## config.mk

```make
export PLATFORM = sky130hd
export DESIGN_NAME = status_flag_unit
export DESIGN_NICKNAME = d
export VERILOG_FILES = /design/src/rtl/sfu_pkg.sv /design/src/rtl/sfu_decode.sv /design/src/rtl/sfu_next.sv /design/src/rtl/status_flag_unit.sv
export SDC_FILE = /design/constraint.sdc
export NUM_CORES = 1
export LEC_CHECK = 0
export CORE_ASPECT_RATIO = 1.75
export CORE_UTILIZATION = 31
export CTS_CLUSTER_DIAMETER = 80
export DETAILED_ROUTE_END_ITERATION = 12
export GPL_TIMING_DRIVEN = 0
export PLACE_DENSITY = 0.61
export SYNTH_ARGS = -nofsm -noshare
export SYNTH_HDL_FRONTEND = slang
export SYNTH_SLANG_ARGS = --single-unit
```

## constraint.sdc

```tcl
create_clock -name clk -period 2.4 [get_ports clk]
set_clock_uncertainty 0.2 [all_clocks]
set_input_delay 0.36 -clock clk [delete_from_list [all_inputs] [get_ports clk]]
set_output_delay 0.36 -clock clk [all_outputs]
set_load 0.02 [all_outputs]
```

## src/rtl/sfu_pkg.sv

```systemverilog
package sfu_pkg;
   localparam int unsigned FLAG_Z      = 0;
   localparam int unsigned FLAG_N      = 1;
   localparam int unsigned FLAG_C      = 2;
   localparam int unsigned FLAG_V      = 3;
   localparam int unsigned FLAG_E      = 4;
   localparam int unsigned FLAG_F      = 5;
   localparam int unsigned FLAG_B      = 6;
   localparam int unsigned FLAG_U      = 7;
   localparam int unsigned FLAG_D      = 8;
   localparam int unsigned FLAG_I      = 9;
   localparam int unsigned FLAG_S      = 10;
   localparam int unsigned FLAG_H      = 11;
   localparam int unsigned NAMED_FLAGS = 11;
   localparam int unsigned IMPL_FLAGS  = 12;
   localparam int unsigned OP_SPAN     = 2 * NAMED_FLAGS + 3;

   typedef struct packed {
      logic [NAMED_FLAGS-1:0] set_one;
      logic [NAMED_FLAGS-1:0] clr_one;
      logic                   or_mask;
      logic                   clr_mask;
      logic                   test_mask;
      logic                   halt;
      logic                   hit;
   } sfu_cmd_t;
endpackage

```

## src/rtl/sfu_decode.sv

```systemverilog
module sfu_decode
   import sfu_pkg::*;
#(
   parameter logic [7:0] OP_BASE = 8'hA0,
   parameter logic [7:0] HALT_OP = 8'hFE
) (
   input  logic       op_valid,
   input  logic [7:0] opcode,
   output sfu_cmd_t   cmd
);
   localparam logic [7:0] CLR_BASE = 8'(OP_BASE + NAMED_FLAGS);
   localparam logic [7:0] OR_OP    = 8'(OP_BASE + 2 * NAMED_FLAGS);
   localparam logic [7:0] ANDN_OP  = 8'(OP_BASE + 2 * NAMED_FLAGS + 1);
   localparam logic [7:0] TEST_OP  = 8'(OP_BASE + 2 * NAMED_FLAGS + 2);

   logic [NAMED_FLAGS-1:0] set_hit;
   logic [NAMED_FLAGS-1:0] clr_hit;

   for (genvar k = 0; k < NAMED_FLAGS; k++) begin : g_single
      assign set_hit[k] = op_valid && (opcode == 8'(OP_BASE + k));
      assign clr_hit[k] = op_valid && (opcode == 8'(CLR_BASE + k));
   end

   always_comb begin
      cmd           = '0;
      cmd.set_one   = set_hit;
      cmd.clr_one   = clr_hit;
      cmd.or_mask   = op_valid && (opcode == OR_OP);
      cmd.clr_mask  = op_valid && (opcode == ANDN_OP);
      cmd.test_mask = op_valid && (opcode == TEST_OP);
      cmd.halt      = op_valid && (opcode == HALT_OP);
      cmd.hit       = (|set_hit) || (|clr_hit) || cmd.or_mask ||
                      cmd.clr_mask || cmd.test_mask || cmd.halt;
   end
endmodule

```

## src/rtl/sfu_next.sv

```systemverilog
module sfu_next
   import sfu_pkg::*;
#(
   parameter int unsigned FLAG_W = 16,
   parameter int unsigned ALU_W  = 4
) (
   input  logic [FLAG_W-1:0] cur,
   input  sfu_cmd_t          cmd,
   input  logic [FLAG_W-1:0] mask,
   input  logic              alu_we,
   input  logic [ALU_W-1:0]  alu_sel,
   input  logic [ALU_W-1:0]  alu_val,
   output logic [FLAG_W-1:0] nxt
);
   localparam logic [FLAG_W-1:0] IMPL_MASK =
      FLAG_W'((64'd1 << IMPL_FLAGS) - 64'd1);

   logic [ALU_W-1:0]  alu_merged;
   logic [FLAG_W-1:0] anded;
   logic [FLAG_W-1:0] w;

   for (genvar i = 0; i < ALU_W; i++) begin : g_alu_bit
      assign alu_merged[i] = alu_sel[i] ? alu_val[i] : cur[i];
   end

   assign anded = cur & mask;

   always_comb begin
      w = cur;
      if (cmd.hit) begin
         w[NAMED_FLAGS-1:0] = (w[NAMED_FLAGS-1:0] | cmd.set_one) & ~cmd.clr_one;
         if (cmd.or_mask)  w = w | mask;
         if (cmd.clr_mask) w = w & ~mask;
         if (cmd.test_mask) begin
            w[FLAG_Z] = (anded == '0);
            w[FLAG_C] = (anded != '0);
         end
         if (cmd.halt) w[FLAG_H] = 1'b1;
      end else if (alu_we) begin
         w[ALU_W-1:0] = alu_merged;
      end
      nxt = w & IMPL_MASK;
   end
endmodule

```

## src/rtl/status_flag_unit.sv

```systemverilog
module status_flag_unit
   import sfu_pkg::*;
#(
   parameter int unsigned FLAG_W  = 16,
   parameter int unsigned ALU_W   = 4,
   parameter logic [7:0]  OP_BASE = 8'hA0,
   parameter logic [7:0]  HALT_OP = 8'hFE
) (
   input  logic              clk,
   input  logic              rst_n,
   input  logic              op_valid,
   input  logic [7:0]        opcode,
   input  logic [FLAG_W-1:0] op_mask,
   input  logic              alu_we,
   input  logic [ALU_W-1:0]  alu_sel,
   input  logic [ALU_W-1:0]  alu_val,
   output logic [FLAG_W-1:0] flags,
   output logic              flag_z,
   output logic              flag_n,
   output logic              flag_c,
   output logic              flag_v,
   output logic              flag_e,
   output logic              flag_f,
   output logic              flag_b,
   output logic              flag_u,
   output logic              flag_d,
   output logic              flag_i,
   output logic              flag_s,
   output logic              flag_h
);
   localparam int unsigned OP_LAST = OP_BASE + OP_SPAN - 1;

   if (FLAG_W < IMPL_FLAGS) begin : g_bad_width
      $error("status_flag_unit: FLAG_W must hold all implemented flags");
   end
   if (ALU_W < 1 || ALU_W > 4) begin : g_bad_alu
      $error("status_flag_unit: ALU_W must be 1..4");
   end
   if (OP_LAST > 255) begin : g_bad_base
      $error("status_flag_unit: opcode block overflows the byte");
   end
   if (HALT_OP >= OP_BASE && int'(HALT_OP) <= OP_LAST) begin : g_bad_halt
      $error("status_flag_unit: halt opcode collides with flag opcodes");
   end

   sfu_cmd_t          cmd;
   logic [FLAG_W-1:0] flag_d_next;
   logic [FLAG_W-1:0] flag_q;

   sfu_decode #(
      .OP_BASE (OP_BASE),
      .HALT_OP (HALT_OP)
   ) u_decode (
      .op_valid (op_valid),
      .opcode   (opcode),
      .cmd      (cmd)
   );

   sfu_next #(
      .FLAG_W (FLAG_W),
      .ALU_W  (ALU_W)
   ) u_next (
      .cur     (flag_q),
      .cmd     (cmd),
      .mask    (op_mask),
      .alu_we  (alu_we),
      .alu_sel (alu_sel),
      .alu_val (alu_val),
      .nxt     (flag_d_next)
   );

   always_ff @(posedge clk or negedge rst_n) begin
      if (!rst_n) flag_q <= '0;
      else        flag_q <= flag_d_next;
   end

   assign flags  = flag_q;
   assign flag_z = flag_q[FLAG_Z];
   assign flag_n = flag_q[FLAG_N];
   assign flag_c = flag_q[FLAG_C];
   assign flag_v = flag_q[FLAG_V];
   assign flag_e = flag_q[FLAG_E];
   assign flag_f = flag_q[FLAG_F];
   assign flag_b = flag_q[FLAG_B];
   assign flag_u = flag_q[FLAG_U];
   assign flag_d = flag_q[FLAG_D];
   assign flag_i = flag_q[FLAG_I];
   assign flag_s = flag_q[FLAG_S];
   assign flag_h = flag_q[FLAG_H];
endmodule

```

==> flow_metrics.py, run 1 <==
metrics = {
    "finish": {
        "final_cell_area_mm2": 0.001921,
        "final_layout_size_suffix_gt1_share_pct": 15.17,
        "area_growth_pct": 52.58,
        "nNetsFinal": 248,
        "layoutNonFillerInstCount": 259,
        "largest_register_ffs": 12,
        "insertedDiodeCount": 0,
    },
    "clock_tree": {
        "postCtsHoldBufs": 0,
        "post_cts_resize_count": 0,
        "clockBufferDepth": 2,
        "cts_tree": "yes",
        "clkTransAtPathRegs_ps": 60,
        "cts_buffers": 3,
        "clk_latency_ps": 250,
        "htree_levels": 1,
        "clock_sinks": 12,
        "root_buffer": "clkbuf_8",
        "postCtsSetupBuffers": 0,
    },
    "yosys": {
        "synth_top_area_share_pct": 23.86,
        "synthArstFlopShare_pct": 100.0,
        "synth_compound_gate_area_share_pct": 31.51,
        "synth_mux_area_share_pct": 0.7952,
        "ys_seq_area_share_pct": 23.86,
        "synthSimpleGateAreaFrac_pct": 28.43,
        "synth_common_cells": "buf_4 (16), nand2_1 (14), dfrtp_1 (12)",
        "ys_ff_latch": 12,
        "synthAdderAreaFrac_pct": 0,
        "ys_types": 56,
        "synth_xor_area_share_pct": 0,
        "synth-edff-count": 0,
        "synth_ff_type": "dfrtp_1",
        "netlist_top_cells_area": "dfrtp_1 (24%), buf_4 (9.5%), a221oi_1 (4.9%), nand2_1 (4.2%), a22oi_1 (3.0%)",
        "yosys.area.top_type": "dfrtp_1",
        "synth_top_family_by_area": "compound AO/OA/AOI/OAI gates",
        "syn_area_mm2": 0.001259,
        "synth_warnings": 0,
        "synth.avg_cell_area_um2": 8.281,
        "syn_inst": 152,
        "yosysMostFrequentCell": "buf_4",
    },
    "sta": {
        "setup_violations": 0,
        "slew_viol_final": 0,
        "final_hold_viol_count": 0,
        "finalWorstSetupSlack_ps": 221.3,
        "finalSetupTns_ps": 0,
        "timing.fmax_ghz": 0.4590,
        "post-route-period-util_pct": 90.78,
        "rsz0062_at_grt": "false",
        "worstMarginPinSlew_ps": 677.2,
        "min_period_ps": 2179,
        "relSlewSlack_pct": 54.71,
    },
    "power_and_ir_drop": {
        "power_mw": 0.8268,
        "ir_worst_vdd_mv": 0.2475,
        "cellLeakagePower_nw": 0.7819,
        "power_density_mw_per_mm2": 430.5,
    },
    "placement": {
        "place_congestion": 0.8981,
        "dp_hpwl_um": 3570,
        "numPortBuffers": 52,
        "pre_cts_ws_ps": -168.4,
        "place_inst": 255,
        "placed_area_mm2": 0.001851,
    },
    "critical_path": {
        "start_kind": "input port",
        "path_delay_family": "buffers and inverters",
        "crit_path_max_incr_delay_ps": 490,
        "critPathMaxFanout": 10,
        "cp_cell_sequence": "clkdlybuf4s50_1 > nand4b_4 > buf_6 > nor3_1 > o22ai_1 > a311oi_1",
        "crit_required_ps": 2350,
        "crit_type": "in2reg",
        "cpMaxStageDelayCell": "clkdlybuf4s50_1",
        "endpoint_kind": "register",
        "cp.arrival_ps": 2130,
        "path_buf_inv": 2,
        "rr_worst_depth": 4,
        "worst-path-stages": 6,
    },
    "floorplan": {
        "die_h_um": 86.30,
        "io_pins": 64,
        "rows": 30,
        "coreArea_mm2": 0.003866,
        "die_w_um": 50.17,
        "start_util_pct": 32.56,
        "die_area_mm2": 0.004329,
    },
    "min_path": {
        "hold_depth": 3,
        "worstHoldPathType": "in2reg",
    },
    "global_routing": {
        "grt_pass1_vias": 1419,
        "grt_max_degree": 13,
        "overflow": 0,
        "globalRouteMet1Util_pct": 23.54,
        "gr-usage-met3_pct": 2.632,
        "grt_use_met2_pct": 38.91,
        "busiest_layer": "met2",
        "grt.total_usage_pct": 21.77,
        "grt_pass1_wl_um": 7127,
        "antenna_found_initial": 0,
    },
    "run": {
        "drv_cap": 0,
    },
    "route": {
        "route.detailed.vias_per_inst": 5.772,
        "drt-pass1-iter-count": 4,
        "ant_nets": 0,
        "drt_iter0_markers": 68,
        "avgRoutedWirePerCell_um": 17.80,
        "drc_errors": 0,
        "vias": 1495,
        "routed_wl_um": 4610,
    },
    "status": {
        "status": "complete, no violations",
    },
}
[worst paths after layout]
path,from,to,slack (ps)
worst max-delay path,opcode[6],flags[1]$_DFFE_PN0P_,220
worst min-delay path,opcode[3],flags[11]$_DFFE_PN0P_,310
worst max register to register,flags[4]$_DFFE_PN0P_,flags[2]$_DFFE_PN0P_,670
worst min register to register,flags[10]$_DFFE_PN0P_,flags[10]$_DFFE_PN0P_,400
max in group asynchronous,rst_n,flags[4]$_DFFE_PN0P_,1250
min in group asynchronous,rst_n,flags[5]$_DFFE_PN0P_,320
[cell type report]
type | count | area [um^2]
repair buffers | 52 | 520.5
flip-flops and latches | 12 | 300.3
inverters | 6 | 22.52
multi-input cells | 112 | 794.5
clock buffers | 4 | 55.05
well taps | 48 | 60.06
plain buffers | 25 | 167.7
fillers | 388 | 1946
[per-layer routing]
layer,part of all wire (%),vias up
met5,0,-
met1,36,711
met4,4.2,0
li1,-,701
met2,54,67
met3,4.9,16
[cell usage in the layout, fill, tap and decap left out, types with 3 or more instances in the layout]
cell	synthesis	final
a221oi_1	7	7
nor2_1	3	3
conb_1	1	4
buf_2	5	5
and3_1	4	4
nand2_1	14	14
and2_1	4	4
clkdlybuf4s50_1	0	52
a32oi_1	3	3
inv_1	5	5
dfrtp_1	12	12
nand2b_1	3	3
a22oi_1	5	5
nor3_1	5	5
nand3_1	5	5
o21ai_0	5	5
clkbuf_1	3	3
clkbuf_8	0	4
nor4_1	3	3
a21oi_1	4	4
buf_4	16	16
[tightest hold or removal path: stages]
cell and delay (ps):
buf_2 160, nand2_1 110, o32ai_1 90
[kinds of logic after synthesis]
| logic type | Yosys count |
|---|---|
| other | 1 |
| buffers and inverters | 31 |
| AO/OA/AOI/OAI | 50 |
| AND/OR/NAND/NOR | 57 |
| multiplexers | 1 |
| flip-flops | 12 |
[where the power goes]
group | switching (mW) | internal (mW)
Clock | 0.0935 | 0.146
Combinational | 0.161 | 0.180
Sequential | 0.0276 | 0.219
[through the flow]
step / util, % / hold slack [ps]
finish: 49.68 / 313.7
CTS: 49.29 / 316.4
global route: 49.68 / 331.1
global placement: 47.86 / 358.3
floorplan: - / -135.6
detailed placement: 47.86 / 380.4
Power figures use the tool's default switching activity.
==> inputs of run 2 (changes only) <==
Settings changed: CTS_BUF_LIST set to sky130_fd_sc_hd__clkbuf_4 sky130_fd_sc_hd__clkbuf_8.
==> results of run 2 <==
Same layout as run 1: the final DEF is identical, and so are final timing and power.
==> inputs of run 3 (changes only) <==
Settings changed: CORE_MARGIN set to 3.
==> flow_metrics.py, run 3 (synthesized netlist as in run 1, its figures left out) <==
metrics = {
    "status": {
        "status": "complete, no violations",
    },
    "sta": {
        "slew_viol_final": 0,
        "rsz0062_at_grt": "false",
        "min_period_ps": 2277,
        "setup_violations": 0,
        "finalWorstSetupSlack_ps": 123.5,
        "timing.fmax_ghz": 0.4393,
        "finalSetupTns_ps": 0,
        "post-route-period-util_pct": 94.86,
        "relSlewSlack_pct": 54.18,
        "final_hold_viol_count": 0,
        "worstMarginPinSlew_ps": 685.2,
    },
    "route": {
        "drt_iter0_markers": 53,
        "drt-pass1-iter-count": 4,
        "vias": 1481,
        "avgRoutedWirePerCell_um": 17.95,
        "route.detailed.vias_per_inst": 5.718,
        "drc_errors": 0,
        "routed_wl_um": 4649,
        "ant_nets": 0,
    },
    "floorplan": {
        "die_area_mm2": 0.004891,
        "coreArea_mm2": 0.003904,
        "start_util_pct": 32.24,
        "die_h_um": 90.30,
        "io_pins": 64,
        "die_w_um": 54.17,
        "rows": 30,
    },
    "critical_path": {
        "start_kind": "input port",
        "critPathMaxFanout": 10,
        "ff2ff_setup_slack_ps": 690,
        "worstReg2RegStart": "flags[4]$_DFFE_PN0P_",
        "reg2reg_to": "flags[2]$_DFFE_PN0P_",
        "crit_type": "in2reg",
        "cp.arrival_ps": 2230,
        "rr_worst_depth": 4,
        "crit_required_ps": 2350,
        "endpoint_kind": "register",
    },
    "global_routing": {
        "grt.total_usage_pct": 20.36,
        "overflow": 0,
        "grt_pass1_vias": 1484,
        "grt_max_degree": 13,
        "grt_pass1_wl_um": 7458,
        "antenna_found_initial": 0,
    },
    "power_and_ir_drop": {
        "p_sw_share_pct": 34.33,
        "cellLeakagePower_nw": 0.7819,
        "ir_worst_vdd_mv": 0.3032,
        "clockPowerShare_pct": 29.1,
        "power_frac_seq_pct": 29.9,
        "p_int_mw": 0.5443,
        "power_density_mw_per_mm2": 431.6,
        "power_mw": 0.8289,
        "p_sw_mw": 0.2846,
        "combPwrFrac_pct": 40.9,
    },
    "clock_tree": {
        "cts_tree": "yes",
        "clock_sinks": 12,
        "root_buffer": "clkbuf_8",
        "htree_levels": 1,
        "clk_latency_ps": 260,
        "clockBufferDepth": 2,
        "clkTransAtPathRegs_ps": 60,
        "cts_buffers": 3,
    },
    "finish": {
        "insertedDiodeCount": 0,
        "final_cell_mix": "clkdlybuf4s50_1 (52), buf_4 (16), nand2_1 (14), dfrtp_1 (12), a221oi_1 (7)",
        "final_common_cell": "clkdlybuf4s50_1",
        "fin_util_pct": 49.20,
        "largest_register_ffs": 12,
        "nNetsFinal": 248,
        "layoutNonFillerInstCount": 259,
        "area_growth_pct": 52.58,
        "final_layout_size_suffix_gt1_share_pct": 15.17,
    },
    "min_path": {
        "worstHoldPathType": "in2reg",
        "min_from": "opcode[3]",
        "hold_depth": 3,
        "hold_end": "flags[11]$_DFFE_PN0P_",
    },
    "placement": {
        "numPortBuffers": 52,
        "place_congestion": 0.9194,
        "place_inst": 255,
        "dp_hpwl_um": 3584,
        "pre_cts_ws_ps": -200.9,
    },
    "run": {
        "drv_cap": 0,
    },
}
==> run 3: cell counts in the layout (fill, tap and decap cells not counted) <==
No cell type changed its count.
==> run 3: worst max-delay path by stage <==
stage / to / startpoint / depth (start not counted)
after floorplan: flags[9]$_DFFE_PN0P_ / opcode[6] / 4
after global placement: flags[11]$_DFFE_PN0P_ / opcode[0] / 5
after detailed placement: flags[11]$_DFFE_PN0P_ / opcode[0] / 5
after CTS: flags[11]$_DFFE_PN0P_ / opcode[0] / 5
after global routing: flags[6]$_DFFE_PN0P_ / opcode[0] / 5
final: flags[6]$_DFFE_PN0P_ / opcode[0] / 5
==> run 3: power groups by stage <==
stage          clock [mW]  combinational [mW]  sequential (mW)
5_1_grt             0.251               0.364            0.250
3_3_place_gp            0               0.337            0.249
4_1_cts             0.243               0.339            0.247
6_report            0.241               0.339            0.248
3_5_place_dp            0               0.337            0.251
2_1_floorplan           0               0.161            0.263
==> run 3: critical path, stage by stage <==
cell,delay (ps)
clkdlybuf4s50_1,550
clkbuf_1,320
nor4_1,660
a211oi_1,110
a221oi_1,230
==> run 3: routing by layer <==
metal	track usage [%]	up-vias	routed length (um)
li1	-	702	-
met1	22.97	720	1744
met4	9.563	0	142
met3	2.149	9	208
met2	35.60	50	2552
met5	0	-	0
==> run 3: metrics by stage <==
step	hold WS, ps	area, um^2
final	304.7	1921
after global routing	346.1	1921
after CTS	306.0	1906
after detailed placement	380.7	1851
after global placement	364.8	1851
after floorplan	-135.6	1270
==> run 3: cell type report <==
type                            count  area (um^2)
Multi-Input combinational cell    112        794.5
Sequential cell                    12        300.3
Inverter                            6        22.52
Clock buffer                        4        55.05
Fill cell                         413         1983
Timing Repair Buffer               52        520.5
Tap cell                           48        60.06
Buffer                             25        167.7
==> run 3: repair_timing <==
| item | in CTS | in global routing |
|---|---|---|
| setup buffers | 0 | 0 |
| setup endpoints to repair | 0 | 5 |
| gates resized for setup | 0 | 2 |
| hold buffers | 0 | 0 |
